===== src/rtl/uart_frame_engine.sv =====
`timescale 1ns/1ps
module uart_frame_engine (
  input  logic       clk,
  input  logic       rst_n,
  input  logic       tick16,
  input  logic [1:0] len_code,
  input  logic [2:0] par_code,
  input  logic [3:0] stop_code,
  input  logic [1:0] chan_mode,
  input  logic       tx_wr,
  input  logic [7:0] tx_data,
  input  logic       rx_rd,
  input  logic       err_clr,
  input  logic       rxd,
  output logic       txd,
  output logic [7:0] rx_data,
  output logic [7:0] status,
  output logic       rx_err
);

  typedef enum logic [1:0] {R_IDLE, R_ACT, R_WAIT} rx_st_t;

  function automatic logic par_of(input logic [7:0] d, input logic [1:0] m);
    case (m)
      2'b00:   return ^d;
      2'b01:   return ~^d;
      2'b10:   return 1'b0;
      default: return 1'b1;
    endcase
  endfunction

  logic [3:0] nd;
  logic [7:0] dmask, stop_tk, tx_ticks, nbits;
  logic       par_on;

  assign nd      = 4'd5 + {2'b00, len_code};
  assign dmask   = 8'hFF >> (2'd3 - len_code);
  assign par_on  = ~par_code[2];
  assign stop_tk = (stop_code == 4'hF) ? 8'd32 : (stop_code[3] ? 8'd24 : 8'd16);
  assign nbits   = {4'd0, nd} + 8'd1 + {7'd0, par_on};
  assign tx_ticks = (nbits << 4) + stop_tk;

  // transmit path
  logic [7:0] hold_q;
  logic       hold_v, tx_busy;
  logic [9:0] tx_sh;
  logic [3:0] tx_sub;
  logic [7:0] tx_cnt;
  logic [8:0] ext;
  logic       tx_line;

  always_comb begin
    ext = {1'b1, hold_q | ~dmask};
    if (par_on) ext[nd] = par_of(hold_q & dmask, par_code[1:0]);
  end

  always_ff @(posedge clk or negedge rst_n) begin
    if (!rst_n) begin
      hold_q  <= '0;
      hold_v  <= 1'b0;
      tx_busy <= 1'b0;
      tx_sh   <= '1;
      tx_sub  <= '0;
      tx_cnt  <= '0;
    end else begin
      if (!tx_busy && hold_v) begin
        tx_busy <= 1'b1;
        tx_sh   <= {ext, 1'b0};
        tx_sub  <= '0;
        tx_cnt  <= tx_ticks;
        hold_v  <= 1'b0;
      end else if (tx_busy && tick16) begin
        tx_sub <= tx_sub + 4'd1;
        if (tx_sub == 4'd15) tx_sh <= {1'b1, tx_sh[9:1]};
        if (tx_cnt == 8'd1) tx_busy <= 1'b0;
        tx_cnt <= tx_cnt - 8'd1;
      end
      if (tx_wr && !hold_v) begin
        hold_v <= 1'b1;
        hold_q <= tx_data;
      end
    end
  end

  assign tx_line = tx_busy ? tx_sh[0] : 1'b1;

  // line routing
  logic [1:0] pin_s;
  logic       rx_in;

  always_ff @(posedge clk or negedge rst_n) begin
    if (!rst_n) pin_s <= 2'b11;
    else        pin_s <= {pin_s[0], rxd};
  end

  assign rx_in = (chan_mode == 2'b10) ? tx_line :
                 (chan_mode == 2'b11) ? 1'b1 : pin_s[1];
  assign txd   = chan_mode[0] ? pin_s[1] :
                 (chan_mode == 2'b10) ? 1'b1 : tx_line;

  // receive path
  rx_st_t     r_st;
  logic [3:0] r_sub, r_idx;
  logic [7:0] r_sh, dat_c, rx_q;
  logic       r_par, smp, rx_done, brk_c, fe_c, pe_c, load;
  logic       rx_full, f_brk, f_fe, f_pe, f_ovr;

  assign smp     = (r_st == R_ACT) && tick16 && (r_sub == 4'd7);
  assign rx_done = smp && (r_idx > nd + {3'd0, par_on});
  assign dat_c   = r_sh >> (4'd8 - nd);
  assign brk_c   = (dat_c == 8'd0) && !(par_on && r_par) && !rx_in;
  assign fe_c    = !rx_in && !brk_c;
  assign pe_c    = par_on && !brk_c && (r_par != par_of(dat_c, par_code[1:0]));
  assign load    = rx_done && (!rx_full || rx_rd);

  always_ff @(posedge clk or negedge rst_n) begin
    if (!rst_n) begin
      r_st  <= R_IDLE;
      r_sub <= '0;
      r_idx <= '0;
      r_sh  <= '0;
      r_par <= 1'b0;
    end else begin
      case (r_st)
        R_IDLE: if (tick16 && !rx_in) begin
          r_st  <= R_ACT;
          r_sub <= '0;
          r_idx <= '0;
        end
        R_ACT: if (tick16) begin
          r_sub <= r_sub + 4'd1;
          if (r_sub == 4'd7) begin
            r_idx <= r_idx + 4'd1;
            if (r_idx == 4'd0) begin
              if (rx_in) r_st <= R_IDLE;
            end else if (r_idx <= nd) begin
              r_sh <= {rx_in, r_sh[7:1]};
            end else if (par_on && r_idx == nd + 4'd1) begin
              r_par <= rx_in;
            end else begin
              r_st <= rx_in ? R_IDLE : R_WAIT;
            end
          end
        end
        default: if (rx_in) r_st <= R_IDLE;
      endcase
    end
  end

  always_ff @(posedge clk or negedge rst_n) begin
    if (!rst_n) begin
      rx_q    <= '0;
      rx_full <= 1'b0;
      f_brk   <= 1'b0;
      f_fe    <= 1'b0;
      f_pe    <= 1'b0;
      f_ovr   <= 1'b0;
    end else begin
      if (load) begin
        rx_q    <= dat_c;
        rx_full <= 1'b1;
      end else if (rx_rd) begin
        rx_full <= 1'b0;
      end
      f_brk <= (f_brk & ~err_clr) | (load & brk_c);
      f_fe  <= (f_fe  & ~err_clr) | (load & fe_c);
      f_pe  <= (f_pe  & ~err_clr) | (load & pe_c);
      f_ovr <= (f_ovr & ~err_clr) | (rx_done & ~load);
    end
  end

  assign rx_data = rx_q;
  assign status  = {f_brk, f_fe, f_pe, f_ovr, !hold_v && !tx_busy, !hold_v, rx_full, rx_full};
  assign rx_err  = f_brk | f_fe | f_pe | f_ovr;

endmodule


===== config.mk =====
export PLATFORM = sky130hd
export DESIGN_NAME = uart_frame_engine
export DESIGN_NICKNAME = d
export VERILOG_FILES = /design/src/rtl/uart_frame_engine.sv
export SDC_FILE = /design/constraint.sdc
export NUM_CORES = 1
export LEC_CHECK = 0
export ABC_CLOCK_PERIOD_IN_PS = 2200
export BUFFER_PORTS_ARGS = -buffer_cell sky130_fd_sc_hd__buf_4
export CORE_ASPECT_RATIO = 0.7
export CORE_UTILIZATION = 42
export CTS_CLUSTER_DIAMETER = 40
export DETAILED_ROUTE_END_ITERATION = 6
export PLACE_DENSITY = 0.67
export SLEW_MARGIN = 20
export SYNTH_ARGS = -nofsm -noshare
export SYNTH_HDL_FRONTEND = slang
export SYNTH_SLANG_ARGS = --single-unit

===== constraint.sdc =====
create_clock -name clk -period 2.2 [get_ports clk]
set_clock_uncertainty 0.05 [all_clocks]
set_input_delay 0.44 -clock clk [delete_from_list [all_inputs] [get_ports clk]]
set_output_delay 0.44 -clock clk [all_outputs]
set_load 0.02 [all_outputs]

==> summary.md <==
| Metric | Value |
|---|---|
| WS Path Type | `in -> reg` |
| Synth Area in Simple Gates | `12.7%` |
| Data required time of the critical path | `2410 ps` |
| Count of unique library cells instantiated by Yosys | `49` |
| Clock period minus worst slack | `2480 ps` |
| Slew margin rel. | `64.8%` |
| Number of instances in the synthesized netlist | `376` |
| Uppermost layer routed | `met4` |
| Wire length reported by the detailed router | `8690 um` |
| DPL Wire Length | `6250 um` |
| Arithmetic-cell share of the synthesized area counting full adders, half adders and majority gates | `10.7%` |
| Static Leakage | `2.50 nW` |
| Violations in the final reports | `negative setup slack` |
| Pin count of the biggest net entering global routing | `67` |
| Sequential fraction of design power | `35.2%` |
| DIE AREA | `0.00984 mm2` |
| Bufs on Longest Clock Path | `2` |
| Clock insertion delay at the later pin of the skew report | `340 ps` |
| Fraction of final layout cells sized beyond drive strength 1 | `34.8%` |
| Internal | `0.00381 W` |
| Mux share of post-synthesis cell area | `12.2%` |
| Setup crit end kind | `register` |
| Worst-margin pin slew | `528 ps` |
| Commonest non-fill, non-tap cell in the layout | `buf_4` |
| Power share of the clock group | `33.6%` |
| Global-route wire length before repair | `14,700 um` |
| Worst reg2reg path depth | `9` |
| Sequential element share of the synthesized area | `42.0%` |
| Remaining antenna violation count after routing | `0` |
| Synthesis-stage register bit count | `66` |
| Smallest hold slack | `57.1 ps` |
| Top-level I/O count | `44` |
| Vias in the first global route | `3,030` |
| Switching part of the total | `30.3%` |
| Gr ovfl total | `0` |
| Async set-or-reset flop fraction in the synthesized netlist | `100%` |
| Outcome | `finished with violations` |
| Hold Fails Final Rpt | `0` |
| Startpoint of the worst register-to-register path | `r_sh[4]` |
| Final estimated routing congestion in global placement | `0.792` |
| Violation count after the first detailed-route iteration | `105` |
| Placed cell count | `562` |
| Worst min-delay path category | `in -> async` |
| Most frequent cells in the layout | `buf_4, dfrtp_1, nand2_1` |
| Switching power | `0.00166 W` |
| Placement row count | `29` |
| Antenna diodes | `0` |
| Die Height | `83.3 um` |
| Number of remaining DRC errors | `0` |
| Power share of the combinational group | `31.2%` |
| Initial standard-cell utilization of the core | `43.5%` |
| CTS root buf | `clkbuf_16` |
| Detail Route met2 WL | `3830 um` |
| Power density over the cells | `1030 mW/mm2` |
| Combinational family with the most area after synthesis | `simple AND/OR/NAND/NOR gates` |
| Slack of the worst reg-to-reg path | `60 ps` |
| Area of the mapped netlist | `0.00397 mm2` |
| Total count of max-transition violations in the final report | `0` |
| Number of vias in the routed layout | `3,006` |
| Peak clock frequency supported by timing | `404 MHz` |
| Number of detailed-routing iterations run before antenna repair | `7` |
| I/O Buffers | `43` |
| Largest voltage drop on the vdd net | `0.000659 V` |
| Area inside the core boundary | `0.00911 mm2` |
| Die width | `118 um` |
| CP startpoint kind | `input pin` |
| Number of levels in the clock H-tree | `3` |
| Antenna violations before repair | `0` |
| Clock sink total | `66` |
| Routed wl met3 | `333 um` |
| CP max FO | `6` |
| Cell Count, Final, Fillers Out | `581` |
| Hold buffer count at CTS | `0` |
| Synth Net Count | `434` |
| Number of enable flip-flop cells after synthesis | `0` |
| CP Data Arrival Time | `2680 ps` |
| Smallest setup slack after layout | `-276 ps` |
| Average cell area after synthesis | `10.5 um2` |
| Nets | `510` |
| Post-Synth XOR/XNOR Area | `5.87%` |
| Clock slew at reported path FFs | `60 ps` |
| Crit share post-route | `113%` |
| Number of maximum-capacitance violations | `0` |
| Area fraction in compound gates after synthesis | `11.0%` |
| Relative area change from synthesis to final layout | `34.3%` |
| Number of synthesis warnings | `0` |
| Wire length on met1 | `4400 um` |
| Reg2Reg Capture Point | `f_pe` |
| Wire length per cell | `14.9 um` |
| Post-synth top flop | `dfrtp_1` |
| Clock tree from TritonCTS | `built` |
| RSZ-0062 raised after global routing | `yes` |
| Final setup violating endpoints | `21` |
| CTS buffer count | `9` |
| Gr usage total | `19.3%` |
| Drt via density | `5.17` |
## area by class of cell
type / count / area (um2)
Sequential cell: 66 / 1670
Timing Repair Buffer: 80 / 664
Clock buffer: 12 / 267
Multi-Input combinational cell: 261 / 2310
Clock inverter: 4 / 120
Fill cell: 747 / 3780
Inverter: 34 / 140
Tap cell: 124 / 155
## how the worst max path moves through the flow
stage                startpoint    endpoint  slack [ps]  depth (start not counted)
floorplan           len_code[0]  rx_data[0]        -590                         13
global placement    len_code[0]        f_pe        -660                         12
detailed placement  len_code[0]  rx_data[2]        -760                         11
CTS                 len_code[0]  rx_data[2]        -260                         12
global route        len_code[0]  rx_data[4]        -360                         12
finish              len_code[0]  rx_data[2]        -280                         12
## state kept, by name (all words and copies together) (netlist names), 2 cells and up
name / cells
tx_sh: 10
hold_q: 8
r_sh: 8
rx_data: 8
tx_cnt: 8
r_idx: 4
r_sub: 4
tx_sub: 4
pin_s: 2
r_st: 2
## repair_timing
item / 4_1_cts / 5_1_grt
gates resized for setup: 26 / 13
endpoints found under the setup margin: 28 / 28
pin swaps: 12 / 8
gates cloned: 1 / 0
setup buffers: 4 / 0
hold endpoints to repair: 0 / 0
## cells in the mapped netlist, types with 5 or more instances
cell type | instances | area share (%)
mux4_2 | 5 | 2.8
dfrtp_1 | 54 | 34
nand2b_1 | 7 | 1.1
dfstp_2 | 12 | 7.9
a21oi_1 | 11 | 1.4
xor2_1 | 7 | 1.5
nor3_1 | 7 | 0.88
buf_4 | 7 | 1.3
nand3_1 | 8 | 1.0
mux2i_1 | 18 | 4.5
nor2b_1 | 5 | 0.79
nor2_1 | 18 | 1.7
ha_1 | 29 | 9.1
clkbuf_1 | 5 | 0.47
o21ai_1 | 18 | 2.3
inv_1 | 31 | 2.9
a22o_1 | 7 | 1.5
mux2_1 | 17 | 4.8
xnor2_1 | 17 | 3.8
nand2_1 | 34 | 3.2
nand4_1 | 8 | 1.3
## power groups by stage
stage	Sequential, W	Clock, W	Combinational [W]
floorplan	0.00191	0	0.00104
global placement	0.00192	0	0.00148
detailed placement	0.00193	0	0.00153
CTS	0.00192	0.00187	0.00159
global route	0.00197	0.00193	0.00188
finish	0.00192	0.00184	0.00171
## cell families after synthesis
family / Yosys count
AND/OR/NAND/NOR: 99
multiplexers: 40
buffers and inverters: 50
AO/OA/AOI/OAI: 64
adder cells (fa/ha/maj): 32
XOR/XNOR: 25
flip-flops: 66
## through the flow
step                instance area, um2  total power (W)  TNS [ps]  setup WS, ps  utilization [%]
floorplan                         4050          0.00295     -8690          -586                -
global placement                  4700          0.00340    -15450          -664             51.6
detailed placement                4700          0.00346    -17370          -761             51.6
CTS                               5260          0.00539     -3040          -257             57.8
global route                      5330          0.00579     -5440          -361             58.5
finish                            5330          0.00547     -3920          -276             58.5
## critical path, cell delays in order
cell and delay, ps:
buf_8 90, inv_8 40, ha_4 150, fa_1 500
inv_2 50, ha_4 210, nor2b_4 110, o21a_1 170
o21a_1 170, o211ai_1 280, nand2b_4 270, mux2i_1 200
## layer usage
layer,GRT usage (%),up-vias
li1,-,1467
met1,26.9,1473
met2,28.0,55
met3,5.63,11
met4,7.69,0
met5,0,-
Power figures use the tool's default switching activity.
